## config.mk

```make
export PLATFORM = sky130hd
export DESIGN_NAME = i2c_synth_slave
export DESIGN_NICKNAME = d
export VERILOG_FILES = /design/src/rtl/i2c_synth_slave.sv
export SDC_FILE = /design/constraint.sdc
export NUM_CORES = 1
export LEC_CHECK = 0
export ABC_AREA = 1
export BUFFER_PORTS_ARGS = -buffer_cell sky130_fd_sc_hd__clkbuf_2
export CORE_ASPECT_RATIO = 0.7
export CORE_MARGIN = 8
export CORE_UTILIZATION = 25
export CTS_CLUSTER_SIZE = 25
export DETAILED_ROUTE_END_ITERATION = 16
export MAX_ROUTING_LAYER = met4
export PLACE_DENSITY = 0.46
export SKIP_CTS_REPAIR_TIMING = 1
export SLEW_MARGIN = 25
export SYNTH_ARGS = -nofsm -noshare
export SYNTH_HDL_FRONTEND = slang
export SYNTH_SLANG_ARGS = --single-unit
```

## constraint.sdc

```tcl
create_clock -name clk -period 2.2 [get_ports clk]
set_input_delay 0.11 -clock clk [delete_from_list [all_inputs] [get_ports clk]]
set_output_delay 0.11 -clock clk [all_outputs]
set_load 0.01 [all_outputs]
```

## src/rtl/i2c_synth_slave.sv

```systemverilog
module i2c_synth_slave #(
  parameter int SEL_W = 2,
  parameter logic [6-SEL_W:0] ADDR_HI = 5'b11000
) (
  input  logic             clk,
  input  logic             rst_n,
  input  logic             scl_i,
  input  logic             sda_i,
  input  logic [SEL_W-1:0] addr_sel,
  input  logic [7:0]       status_i,
  output logic             sda_low,
  output logic [14:0]      div_word,
  output logic [4:0]       ratio_sel,
  output logic [1:0]       pump_set,
  output logic [2:0]       test_mode,
  output logic             path_sel,
  output logic             osc_sel,
  output logic             refbuf_en,
  output logic             port_out
);
  localparam logic [2:0] S_IDLE = 3'd0, S_ADDR = 3'd1, S_AACK = 3'd2,
                         S_WDAT = 3'd3, S_WACK = 3'd4, S_RDAT = 3'd5, S_RACK = 3'd6;

  logic [1:0] scl_m, sda_m;
  logic       scl_q, sda_q;
  logic [2:0] state_q;
  logic [3:0] cnt;
  logic [7:0] sh;
  logic       rw, mack, second_q, kind_q;
  logic [6:0] hi_q;

  wire scl_s   = scl_m[1];
  wire sda_s   = sda_m[1];
  wire scl_rise = scl_s & ~scl_q;
  wire scl_fall = ~scl_s & scl_q;
  wire start_c = scl_s & scl_q & sda_q & ~sda_s;
  wire stop_c  = scl_s & scl_q & ~sda_q & sda_s;

  assign sda_low = (state_q == S_AACK) || (state_q == S_WACK) ||
                   (state_q == S_RDAT && !sh[7]);

  always_ff @(posedge clk or negedge rst_n) begin
    if (!rst_n) begin
      scl_m <= 2'b11;
      sda_m <= 2'b11;
      scl_q <= 1'b1;
      sda_q <= 1'b1;
    end else begin
      scl_m <= {scl_m[0], scl_i};
      sda_m <= {sda_m[0], sda_i};
      scl_q <= scl_s;
      sda_q <= sda_s;
    end
  end

  always_ff @(posedge clk or negedge rst_n) begin
    if (!rst_n) begin
      state_q   <= S_IDLE;
      cnt       <= '0;
      sh        <= '1;
      rw        <= 1'b0;
      mack      <= 1'b0;
      second_q  <= 1'b0;
      kind_q    <= 1'b0;
      hi_q      <= '0;
      div_word  <= '0;
      ratio_sel <= '0;
      pump_set  <= '0;
      test_mode <= '0;
      path_sel  <= 1'b0;
      osc_sel   <= 1'b0;
      refbuf_en <= 1'b0;
      port_out  <= 1'b0;
    end else if (start_c) begin
      state_q  <= S_ADDR;
      cnt      <= '0;
      second_q <= 1'b0;
    end else if (stop_c) begin
      state_q  <= S_IDLE;
      second_q <= 1'b0;
    end else begin
      case (state_q)
        S_ADDR, S_WDAT: begin
          if (scl_rise && cnt != 4'd8) begin
            sh  <= {sh[6:0], sda_s};
            cnt <= cnt + 4'd1;
          end else if (scl_fall && cnt == 4'd8) begin
            if (state_q == S_ADDR) begin
              if (sh[7:1] == {ADDR_HI, addr_sel}) begin
                state_q <= S_AACK;
                rw      <= sh[0];
              end else begin
                state_q <= S_IDLE;
              end
            end else begin
              state_q <= S_WACK;
              if (!second_q) begin
                second_q <= 1'b1;
                kind_q   <= sh[7];
                if (!sh[7]) hi_q <= sh[6:0];
                else begin
                  pump_set  <= sh[6:5];
                  ratio_sel <= sh[4:0];
                end
              end else begin
                second_q <= 1'b0;
                if (!kind_q) div_word <= {hi_q, sh};
                else begin
                  test_mode <= sh[7:5];
                  path_sel  <= sh[4];
                  osc_sel   <= sh[3];
                  refbuf_en <= sh[2];
                  port_out  <= sh[1];
                end
              end
            end
          end
        end
        S_AACK: if (scl_fall) begin
          cnt <= '0;
          if (rw) begin
            state_q <= S_RDAT;
            sh      <= status_i;
          end else begin
            state_q <= S_WDAT;
          end
        end
        S_WACK: if (scl_fall) begin
          state_q <= S_WDAT;
          cnt     <= '0;
        end
        S_RDAT: if (scl_fall) begin
          if (cnt == 4'd7) state_q <= S_RACK;
          else begin
            sh  <= {sh[6:0], 1'b1};
            cnt <= cnt + 4'd1;
          end
        end
        S_RACK: begin
          if (scl_rise) mack <= ~sda_s;
          if (scl_fall) begin
            if (mack) begin
              state_q <= S_RDAT;
              sh      <= status_i;
              cnt     <= '0;
            end else begin
              state_q <= S_IDLE;
            end
          end
        end
        default: state_q <= S_IDLE;
      endcase
    end
  end
endmodule


```

==> results, run 1 <==
- For the finished layout, the period the worst path requires is 1.901 ns.
- The TritonCTS clock tree is yes.
- The clock power share is 0.436.
- The worst register-to-register path has a setup slack of 0.32 ns.
- The setup path with the least slack is of type reg -> out.
- Traced cell by cell, the critical path runs through nor2_1 > nor2_1 > o21ai_0 > o21ai_0 > clkbuf_2.
- The final number of max-transition violations is 0.
- The first global-routing pass estimated 12,790 µm of wire.
- The top-level port count is 44.
- The final route contains 2,384 vias.
- The switching power is 0.9823 mW.
- Detailed placement finished with a half-perimeter wire length of 5693 µm.
- On the final layout, the worst clock skew is 0.006004 ns.
- The power share of the combinational group is 0.164.
- For this run, the number of standard cells in the final layout without fillers is 558.
- The number of endpoints failing setup at the final stage is 0.
- The floorplan step defined a die boundary enclosing 16,040 µm².
- Row generation in the floorplan step produced 33 rows.
- After detailed routing, the number of vias per cell comes to 4.272.
- Timing would allow up to 526.0 MHz.
- The clock reaches the later pin of the worst-skew pair after 0.33 ns.
- After clock tree synthesis, the clock-pin slew on the worst setup and hold paths is 0.05 ns.
- The max-cap check violation count is 0.
- The number of nets in the final layout is 413.
- The yosys synthesis warning count is 0.
- The run finished with clean final reports.
- After synthesis, the netlist uses 29 different library cells.
- The TritonCTS sink count is 61.
- The number of optimization iterations in the first detailed-route pass is 4.
- Setup repair after global routing left no endpoint under its margin.
- The initial utilization of the core area, before any placement, comes to 0.2581.
- The worst-margin pin slew is 0.6327 ns.
- Counting flops with a built-in enable in the synthesized netlist gives 0.
- The via count of the first global-routing pass is 2,251.
- The pin count of the biggest net entering global routing is 30.
- The number of antenna violations at the first check in global routing was 0.
- Of the total power, the share spent switching nets is 0.2896.
- STA classifies the critical path startpoint as a flop.
- The number of routed nets with antenna violations is 0.
- The area share of the leading cell type in the synthesized netlist is 0.3859.
- The routed length per placed instance is 13.73 µm.
- The routability congestion estimate is 0.8965.
- The maximum level of the CTS H-tree is 3.
- IR analysis of the VDD net gives a maximum drop of 0.0004945 V.
- The share of final-layout standard cells stronger than drive strength 1 is 0.3416.
- The share of flip-flops with an asynchronous set or reset after synthesis is 1.000.
- Setup slack on the critical path of the routed design comes to 0.2989 ns.
- Sorting the synthesized cells by how often they occur yields 95 x sky130_fd_sc_hd__nand2_1, 47 x sky130_fd_sc_hd__dfrtp_1, 30 x sky130_fd_sc_hd__inv_1.
- The most repeated cell in the gate-level netlist after synthesis is sky130_fd_sc_hd__nand2_1.
- The worst slack after detailed placement is 0.3237 ns.
- The sequential share of the synthesized area is 0.5066.
- The overall overflow remaining after global route is 0.
- Dividing the final minimum period by the clock period gives 0.8641.
- Internal power comes to 2.410 mW.
- The number of buffers created by CTS is 9.
- The largest single stage delay on the critical path is 0.54 ns.
- The count of state elements after synthesis is 61.
- The area added between synthesis and finish is 23.52%.
- In this run the tightest slew margin relative to its limit is 0.5782.
- The dominant cell type by area after synthesis is sky130_fd_sc_hd__dfrtp_1.
- The clock passes through at most 2 buffers.
- The synthesized area per cell is 8.860 µm².
- The die is 108.4 µm tall.
- Setup total negative slack on the finished layout was measured at 0 ns.
- The post-detailed-route DRC marker count is 0.
- The most used flip-flop cell after synthesis is sky130_fd_sc_hd__dfrtp_1.
- The number of placed instances, taps included, is 540.
- Yosys attributes the largest share of cell area to sky130_fd_sc_hd__dfrtp_1 39%, sky130_fd_sc_hd__dfstp_2 12%, sky130_fd_sc_hd__nand2_1 12%.
- The required time at the worst-slack endpoint is 2.09 ns.
- In this run the clock root is driven by a sky130_fd_sc_hd__clkbuf_16.
- Data on the critical path arrives at its endpoint at 1.79 ns.
- The quantity of I/O buffers inserted on ports is 43.
- Power spread over the standard cell area amounts to 900.9 nW/µm².
- The static power due to leakage is 1.912 nW.
- The number of cells produced by synthesis is 344.
- The antenna diode count is 0.
- The endpoint type of the worst setup path is an output pin.
- The number of design-rule violations left by the first detailed-router iteration is 146.
- The horizontal die dimension is 148.0 µm.
- The library cell contributing the largest single delay on the critical path is sky130_fd_sc_hd__dfrtp_1.
- The maximum fanout along the worst path is 6.
- Of the total power, registers draw 0.401.
- The number of nets handed over by synthesis was 360.
- The core region is 11,810 µm².
- The total standard cell area after synthesis is 3048 µm².
- In this run the worst hold path is classified as in -> reg.
- The detailed-route wire length is 7662 µm.
- Across every metal layer, demand over resource in global routing totals 0.1056.
- The total count of hold-check failures in the final report is 0.
sequential cells by signal, indices dropped and copies added, names as in the netlist, 2 cells and up:
signal and count:
ratio_sel 5, sh 8, test_mode 3, div_word 15, state_q 3, scl_m 2, cnt 4, sda_m 2
hi_q 7, pump_set 2
metrics by stage:
stage	total power, mW	hold WS, ns	cell area, µm²	utilization
final	3.392	0.1120	3765	0.3188
after global routing	3.590	0.1229	3765	0.3188
after detailed placement	1.943	0.1660	3430	0.2904
after CTS	3.451	-0.1969	3735	0.3163
after global placement	1.932	0.1495	3430	0.2904
after floorplan	1.731	-0.1856	3048	-
cell usage in the layout, fill, tap and decap left out, types with 5 or more instances in the layout:
cell / count
sky130_fd_sc_hd__nand2_1: 95
sky130_fd_sc_hd__dfrtp_1: 47
sky130_fd_sc_hd__clkbuf_2: 43
sky130_fd_sc_hd__inv_1: 30
sky130_fd_sc_hd__o21ai_2: 29
sky130_fd_sc_hd__nor2_1: 23
sky130_fd_sc_hd__nand3_1: 22
sky130_fd_sc_hd__o21ai_0: 21
sky130_fd_sc_hd__nand2_2: 15
sky130_fd_sc_hd__dfstp_2: 14
sky130_fd_sc_hd__clkbuf_16: 9
sky130_fd_sc_hd__a21oi_1: 6
sky130_fd_sc_hd__nand2_4: 5
sky130_fd_sc_hd__nand4_1: 5
per-layer routing:
| metal | vias to the layer above | routed length [µm] | global-route usage |
|---|---|---|---|
| li1 | 1214 | - | - |
| met1 | 1103 | 4188 | 0.1516 |
| met2 | 59 | 2909 | 0.1313 |
| met3 | 8 | 458 | 0.03546 |
| met4 | 0 | 106 | 0.03698 |
| met5 | - | 0 | - |
kinds of logic after synthesis:
kind of cell | share of synthesized area
compound gates | 0.1396
fa+ha+maj | 0.008209
flops | 0.5066
simple gates | 0.2771
buf+inv | 0.06568
xor+xnor | 0.002874
worst max-delay path, delay by kind of cell, from the launching register on:
family	cells	cell delay, ns
compound gates	2	0.33
simple gates	2	0.40
flops	1	0.54
buf+inv	1	0.19
worst paths after layout:
check,start,end,depth (start not counted)
setup / recovery,state_q[1]$_DFFE_PN0P_,sda_low,5
setup reg to reg,cnt[0]$_DFFE_PN0P_,div_word[2]$_DFFE_PN0P_,11
hold / removal,status_i[3],sh[3]$_DFFE_PN1P_,3
hold reg to reg,sda_m[0]$_DFF_PN1_,sda_m[1]$_DFF_PN1_,0
max in group asynchronous,rst_n,scl_q$_DFF_PN1_,3
min in group asynchronous,rst_n,div_word[2]$_DFFE_PN0P_,2
power by group through the flow:
| stage | Clock (mW) | Combinational [mW] | Sequential [mW] |
|---|---|---|---|
| CTS | 1.52 | 0.567 | 1.36 |
| finish | 1.48 | 0.555 | 1.36 |
| global route | 1.57 | 0.636 | 1.38 |
| global placement | 0 | 0.556 | 1.38 |
| detailed placement | 0 | 0.565 | 1.38 |
| floorplan | 0 | 0.375 | 1.36 |
layout make-up:
| cell class | count | area (µm²) |
|---|---|---|
| sequential | 61 | 1544 |
| multi-input combinational | 241 | 1304 |
| tap | 157 | 196.4 |
| clock buffer | 10 | 229.0 |
| fill | 1281 | 8044 |
| timing repair buffer | 50 | 287.8 |
| clock inverter | 5 | 76.32 |
| inverter | 34 | 127.6 |
(Power assumes the default switching activity.)
==> inputs of run 2 (changes only) <==
PLACE_DENSITY = 0.48   (was 0.46)
clock period = 1.7 ns   (was 2.2 ns; I/O delays follow)
==> results, run 2 (synthesis results as in run 1) <==
- Leaving out fill and tap cells, the most frequent cell in the layout is sky130_fd_sc_hd__nand2_1.
- In the layout the commonest cells are 90 x sky130_fd_sc_hd__nand2_1, 45 x sky130_fd_sc_hd__dfrtp_1, 43 x sky130_fd_sc_hd__clkbuf_2.
- The final number of max-transition violations is 0.
- The number of optimization iterations in the first detailed-route pass is 4.
- The worst IR drop on VDD is 0.0006612 V.
- The later pin in the worst-skew pair is clocked with a latency of 0.32 ns.
- The final critical-path required period is 1.664 ns.
- The via count of the first global-routing pass is 2,374.
- The total count of hold-check failures in the final report is 0.
- The number of cell rows is 33.
- The total buffers and inverters traversed by the critical path is 2.
- The worst setup path is launched from a flop.
- The number of flip-flops in the largest register is 15.
- The signal on the critical path passes through nand2_1 > inv_1 > nand2_2 > nor2_4 > nand2_4 > nor2_8 > buf_12 > nand2_8 > nand2_2 > o21ai_2.
- The path class of the lowest-slack min-delay path is in -> reg.
- Using the TritonRoute via totals, the vias-per-cell ratio works out to 4.305.
- The worst register-to-register path ends at refbuf_en$_DFFE_PN0P_.
- The flow ran to the end, and the final reports show no timing, DRC or antenna violations.
- The routability congestion estimate is 0.8144.
- The post-layout instance count excluding filler cells is 580.
- The cell at the root of the clock tree is sky130_fd_sc_hd__clkbuf_16.
- The cell that appears most often on the critical path is sky130_fd_sc_hd__nand2_2.
- The achievable clock frequency is 601.0 MHz.
- STA puts the critical path data required time at 1.90 ns.
- The count of buffers added on input and output ports is 43.
- For this design the top-level I/O count stands at 44.
- In this design, the stage delay of the slowest critical-path cell is 0.57 ns.
- For flop-to-flop paths, the worst setup slack is 0.04 ns.
- In the finished design, the share of the clock period the worst path needs comes to 0.9788.
- The initial utilization of the core area, before any placement, comes to 0.2581.
- Summing all non-filler instances in the final layout gives an area of 4029 µm².
- TritonCTS built the clock tree.
- The H-tree was split into 3 levels.
- The data arrival at the endpoint of the critical path is 1.86 ns.
- The placeable core region is 11,810 µm².
- The largest registers in the layout are div_word x15, sh x8, hi_q x7.
- The TritonCTS sink count is 61.
- The number of nets in the final layout is 434.
- At the pin with the least slew margin, the transition time is 0.4002 ns.
- The detailed placer's ending HPWL is 5590 µm.
- The overall die area is 16,040 µm².
- The maximum fanout along the worst path is 7.
- The clock-pin slew reported for the worst setup and hold paths after clock tree synthesis is 0.05 ns.
- The routed length per placed instance is 13.29 µm.
- Setup repair after global routing could not meet its margin everywhere.
- For this run the aggregate overflow at the end of global routing stands at 0.
- The detailed-route wire length is 7710 µm.
- In the routed design, unresolved DRC markers number 0.
- The area growth from synthesis to layout is 32.18%.
- The static power due to leakage is 2.028 nW.
- The number of routed nets with antenna violations is 0.
- The final worst setup slack is 0.03610 ns.
- The number of cells on the worst reg-to-reg path is 10.
- The number of antenna violations at the first check in global routing is 0.
- The first global-routing pass estimated 12,410 µm of wire.
- The origin of the worst min-delay path is status_i[1].
- The share of final-layout standard cells stronger than drive strength 1 is 0.4019.
- The hold path endpoint is sh[1]$_DFFE_PN1P_.
- For this block, the via count after detailed routing is 2,497.
- The repair_antennas step left the layout with diodes totalling 0.
- The worst reg2reg path startpoint is scl_q$_DFF_PN1_.
- The clock passes through at most 2 buffers.
- The worst setup path is of the reg -> reg kind.
- Hold timing on the final database bottoms out at a slack of 0.08600 ns.
- The cell count of the worst hold path is 3.
- The max-cap check violation count is 0.
- TritonCTS created 9 clock buffers.
- On the critical path the largest part of the delay comes from simple AND/OR/NAND/NOR gates.
- From bottom edge to top edge, the die measures 108.4 µm.
- The number of endpoints failing setup at the final stage is 0.
- The register with the most flip-flops is div_word.
- The worst clock skew is 0.004797 ns.
- The setup TNS is 0 ns.
- The endpoint type of the worst setup path is a flop.
- The library cell contributing the largest single delay on the critical path is sky130_fd_sc_hd__dfstp_2.
- Once placement completed, the tool counted placed cells totaling 556.
- Measured against its own limit, the worst slew margin works out to 0.7329.
- Entering global routing, the biggest net connects 62 pins.
- Across every metal layer, demand over resource in global routing totals 0.1024.
- For this design the ratio of total power to cell area is 1086 nW/µm².
- The worst slack after detailed placement is -0.02555 ns.
- The horizontal die dimension is 148.0 µm.
- The placed instances occupy a cell area of 3562 µm².
- The number of design-rule violations left by the first detailed-router iteration is 142.
## run 2: cell type report
cell class | count | area (µm²)
fillers | 1281 | 7780
flip-flops and latches | 61 | 1546
multi-input cells | 242 | 1386
repair buffers | 70 | 474.2
clock buffers | 15 | 267.8
well taps | 157 | 196.4
inverters | 34 | 127.6
clock inverters | 1 | 30.03
## run 2: worst max-delay path by stage
| stage | from | end | slack [ns] | cells past startpoint |
|---|---|---|---|---|
| finish | scl_q$_DFF_PN1_ | refbuf_en$_DFFE_PN0P_ | 0.04 | 10 |
| global route | cnt[0]$_DFFE_PN0P_ | hi_q[6]$_DFFE_PN0P_ | -0.09 | 11 |
| CTS | cnt[1]$_DFFE_PN0P_ | div_word[1]$_DFFE_PN0P_ | -0.03 | 11 |
| detailed placement | cnt[1]$_DFFE_PN0P_ | div_word[1]$_DFFE_PN0P_ | -0.03 | 11 |
| global placement | cnt[0]$_DFFE_PN0P_ | div_word[2]$_DFFE_PN0P_ | 0.02 | 11 |
| floorplan | cnt[0]$_DFFE_PN0P_ | div_word[3]$_DFFE_PN0P_ | 0.04 | 12 |
## run 2: per-stage QoR
stage / utilization / power (mW)
floorplan: - / 2.240
global placement: 0.3017 / 2.563
detailed placement: 0.3017 / 2.570
CTS: 0.3269 / 4.434
global route: 0.3412 / 4.593
finish: 0.3412 / 4.376
## run 2: tightest hold or removal path: cells and delay by family
kind                   cells  cell delay (ns)
buffers and inverters      1             0.07
AO/OA/AOI/OAI              2             0.22
## run 2: report_power, final
part           internal [mW]  switching (mW)
combinational          0.268           0.526
clock                   1.22           0.611
sequential              1.65           0.109
total                   3.13            1.25
## run 2: layer usage
layer,part of all wire,up-vias,GRT usage
met4,0.016,0,0.04351
met3,0.047,10,0.03129
li1,-,1267,-
met5,0,-,-
met1,0.54,1174,0.1452
met2,0.39,46,0.1287
==> inputs of run 3 (changes only) <==
CELL_PAD_IN_SITES_DETAIL_PLACEMENT = 1   (was unset)
CELL_PAD_IN_SITES_GLOBAL_PLACEMENT = 1   (was unset)
PLACE_DENSITY = 0.58   (was 0.48)
==> results, run 3 (synthesis results as in run 1) <==
- For this run, the total global-route usage over all layers was measured as 0.1149.
- The final layout contains routed wiring with a total length of 8717 µm.
- The via count normalized by instance count is 4.391.
- The tightest min-delay check is of the in -> reg type.
- The quantity of I/O buffers inserted on ports is 43.
- The register with the most flip-flops is div_word.
- The number of optimization iterations in the first detailed-route pass is 4.
- Setup violations remaining at the end of the flow were counted as 22.
- The startpoint class of the critical path is a flop.
- Measured along the x axis, the die boundary spans 148.0 µm.
- The final number of max-transition violations came to 0.
- At the pin with the least slew margin, the transition time is 0.6286 ns.
- In the final layout, the registers with the most flip-flops are div_word x15, sh x8, hi_q x7.
- The via count of the first global-routing pass came to 2,575.
- For this run, design rule violations remaining after detail routing come to 0.
- TritonCTS built the clock tree.
- Leaving out fill and tap cells, the most frequent cells in the layout are 85 x sky130_fd_sc_hd__nand2_1, 44 x sky130_fd_sc_hd__dfrtp_1, 43 x sky130_fd_sc_hd__clkbuf_2.
- The later pin in the worst-skew pair is clocked with a latency of 0.33 ns.
- The most common cell type on the critical path is sky130_fd_sc_hd__nand2_2.
- The routed length per placed instance is 14.95 µm.
- The vias after detailed routing is 2,560.
- After routing the design area is 4095 µm².
- The number of cells in the design after placement is 558.
- The checks that failed: setup timing.
- Once detail routing completed, the nets flagged for antenna violations numbered 0.
- The area growth from synthesis to layout is 34.36%.
- The worst clock skew is 0.008289 ns.
- After routing, the total negative slack on setup checks comes to -0.6926 ns.
- For this configuration, the core starts out at a cell density of 0.2581.
- The post-place instance area is 3577 µm².
- The overall overflow remaining after global route is 0.
- The total buffers and inverters traversed by the critical path is 2.
- The antenna diode count is 0.
- The type of the setup path with the least slack is reg -> reg.
- The areal power density over the cells is 1090 nW/µm².
- The maximum level of the CTS H-tree is 3.
- The largest stage delay on the critical path is 0.38 ns.
- The first global-routing pass estimated 13,830 µm of wire.
- The top-level port count is 44.
- The commonest non-fill, non-tap cell in the layout is sky130_fd_sc_hd__nand2_1.
- TritonCTS created 9 clock buffers.
- The share of final-layout standard cells stronger than drive strength 1 is 0.4366.
- After the last flow step, the layout net total stands at 437.
- On the critical path the largest part of the delay comes from simple AND/OR/NAND/NOR gates.
- Timing would allow up to 570.2 MHz.
- The library cell contributing the largest single delay on the critical path is sky130_fd_sc_hd__dfrtp_1.
- The required time at the worst-slack endpoint is 1.91 ns.
- The number of antenna violations at the first check in global routing came to 0.
- Fill cells in the final layout number 1,421.
- The routability congestion estimate is 0.8110.
- The final worst setup slack is -0.05388 ns.
- The worst setup path is captured at a flop.
- The worst-case hold slack is 0.07843 ns.
- In this run the vertical extent of the chip is 108.4 µm.
- The die covers 16,040 µm².
- The number of cell rows is 33.
- The post-layout instance count excluding filler cells is 583.
- The static power due to leakage is 2.043 nW.
- The max-slew headroom at the worst pin is 0.5805.
- The run finished, with violations left.
- STA puts the critical path data arrival time at 1.97 ns.
- The register with the most flip-flops in the layout has 15 of them.
- The maximum count of clock buffers along a single path is 2.
- The total power is 4.464 mW.
- Setup repair after global routing could not meet its margin everywhere.
- Traced cell by cell, the critical path runs through inv_1 > ha_2 > nand2_2 > nor2_2 > nand2_2 > nor2_4 > nand2_4 > nor2_8 > buf_4 > nand2_8 > nand2_1 > o21ai_2.
- Clock tree synthesis found a total of 61 sinks.
- The worst-case IR drop observed on VDD is 0.0005420 V.
- The final clock period utilization by the worst path is 1.032.
- The final critical-path required period is 1.754 ns.
- The detailed placer's ending HPWL is 6152 µm.
- Max-cap violations in this run came to 0.
- The total count of hold-check failures in the final report came to 0.
- Entering global routing, the biggest net connects 62 pins.
- Along the worst path, the maximum fanout reaches 7.
- The cell at the root of the clock tree is sky130_fd_sc_hd__clkbuf_16.
- The placeable core region is 11,810 µm².
- The number of design-rule violations left by the first detailed-router iteration is 77.
- Clock-pin slew was measured on the worst setup and hold paths at 0.06 ns.
==> run 3: cell types whose count changed in the layout (fill, tap and decap cells not counted), moves of 2 or more <==
cell,change
sky130_fd_sc_hd__nand2_1,-5
sky130_fd_sc_hd__clkbuf_1,-4
sky130_fd_sc_hd__nand2_4,+4
sky130_fd_sc_hd__nand2_2,+3
sky130_fd_sc_hd__buf_4,+2
sky130_fd_sc_hd__buf_6,-2
sky130_fd_sc_hd__inv_6,+2
sky130_fd_sc_hd__o21ai_0,-2
sky130_fd_sc_hd__o21ai_1,+2
==> run 3: power breakdown <==
| part | switching, mW | internal, mW | total [mW] |
|---|---|---|---|
| sequential | 0.117 | 1.64 | 1.76 |
| clock | 0.695 | 1.18 | 1.88 |
| combinational | 0.548 | 0.277 | 0.824 |
| total | 1.36 | 3.10 | 4.46 |
==> run 3: metal layers <==
layer | share of wire | track usage | routed length (µm) | vias to the layer above
met5 | 0 | - | 0 | -
met4 | 0.016 | 0.05004 | 142 | 0
met3 | 0.041 | 0.03212 | 354 | 9
met2 | 0.41 | 0.1511 | 3602 | 43
met1 | 0.53 | 0.1592 | 4617 | 1240
li1 | - | - | - | 1268
==> run 3: worst reg2reg max path, delay by kind of cell, from the launching register on <==
family                     cells  cell delay, ns
adders and majority gates      1            0.18
AOI/OAI and AO/OA              1            0.05
and+or+nand+nor                8            0.79
buffers and inverters          2            0.24
DFF                            1            0.38
==> run 3: metrics by stage <==
stage / setup WS, ns / util
finish: -0.05388 / 0.3468
global route: -0.1452 / 0.3468
CTS: -0.08479 / 0.3290
detailed placement: -0.07480 / 0.3029
global placement: 0.01566 / 0.3029
floorplan: 0.04358 / -
==> run 3: final cells by class <==
type                            instances  area, µm²  area share
Multi-Input combinational cell        244       1434      0.3501
Tap cell                              157      196.4     0.04797
Sequential cell                        61       1548      0.3779
Clock inverter                          6      68.82     0.01680
Inverter                               34      127.6     0.03116
Timing Repair Buffer                   71      481.7      0.1176
Clock buffer                           10      239.0     0.05836
==> run 3: final timing paths <==
kind                                     from                        to  slack (ns)  depth (start not counted)
min reg2reg                sda_m[0]$_DFF_PN1_        sda_m[1]$_DFF_PN1_        0.36                          0
max reg2reg                cnt[0]$_DFFE_PN0P_  test_mode[1]$_DFFE_PN0P_       -0.05                         12
max                        cnt[0]$_DFFE_PN0P_  test_mode[1]$_DFFE_PN0P_       -0.05                         12
min in group asynchronous               rst_n   div_word[0]$_DFFE_PN0P_        0.30                          3
min                               status_i[2]         sh[2]$_DFFE_PN1P_        0.08                          3
max in group asynchronous               rst_n           scl_q$_DFF_PN1_        1.07                          3
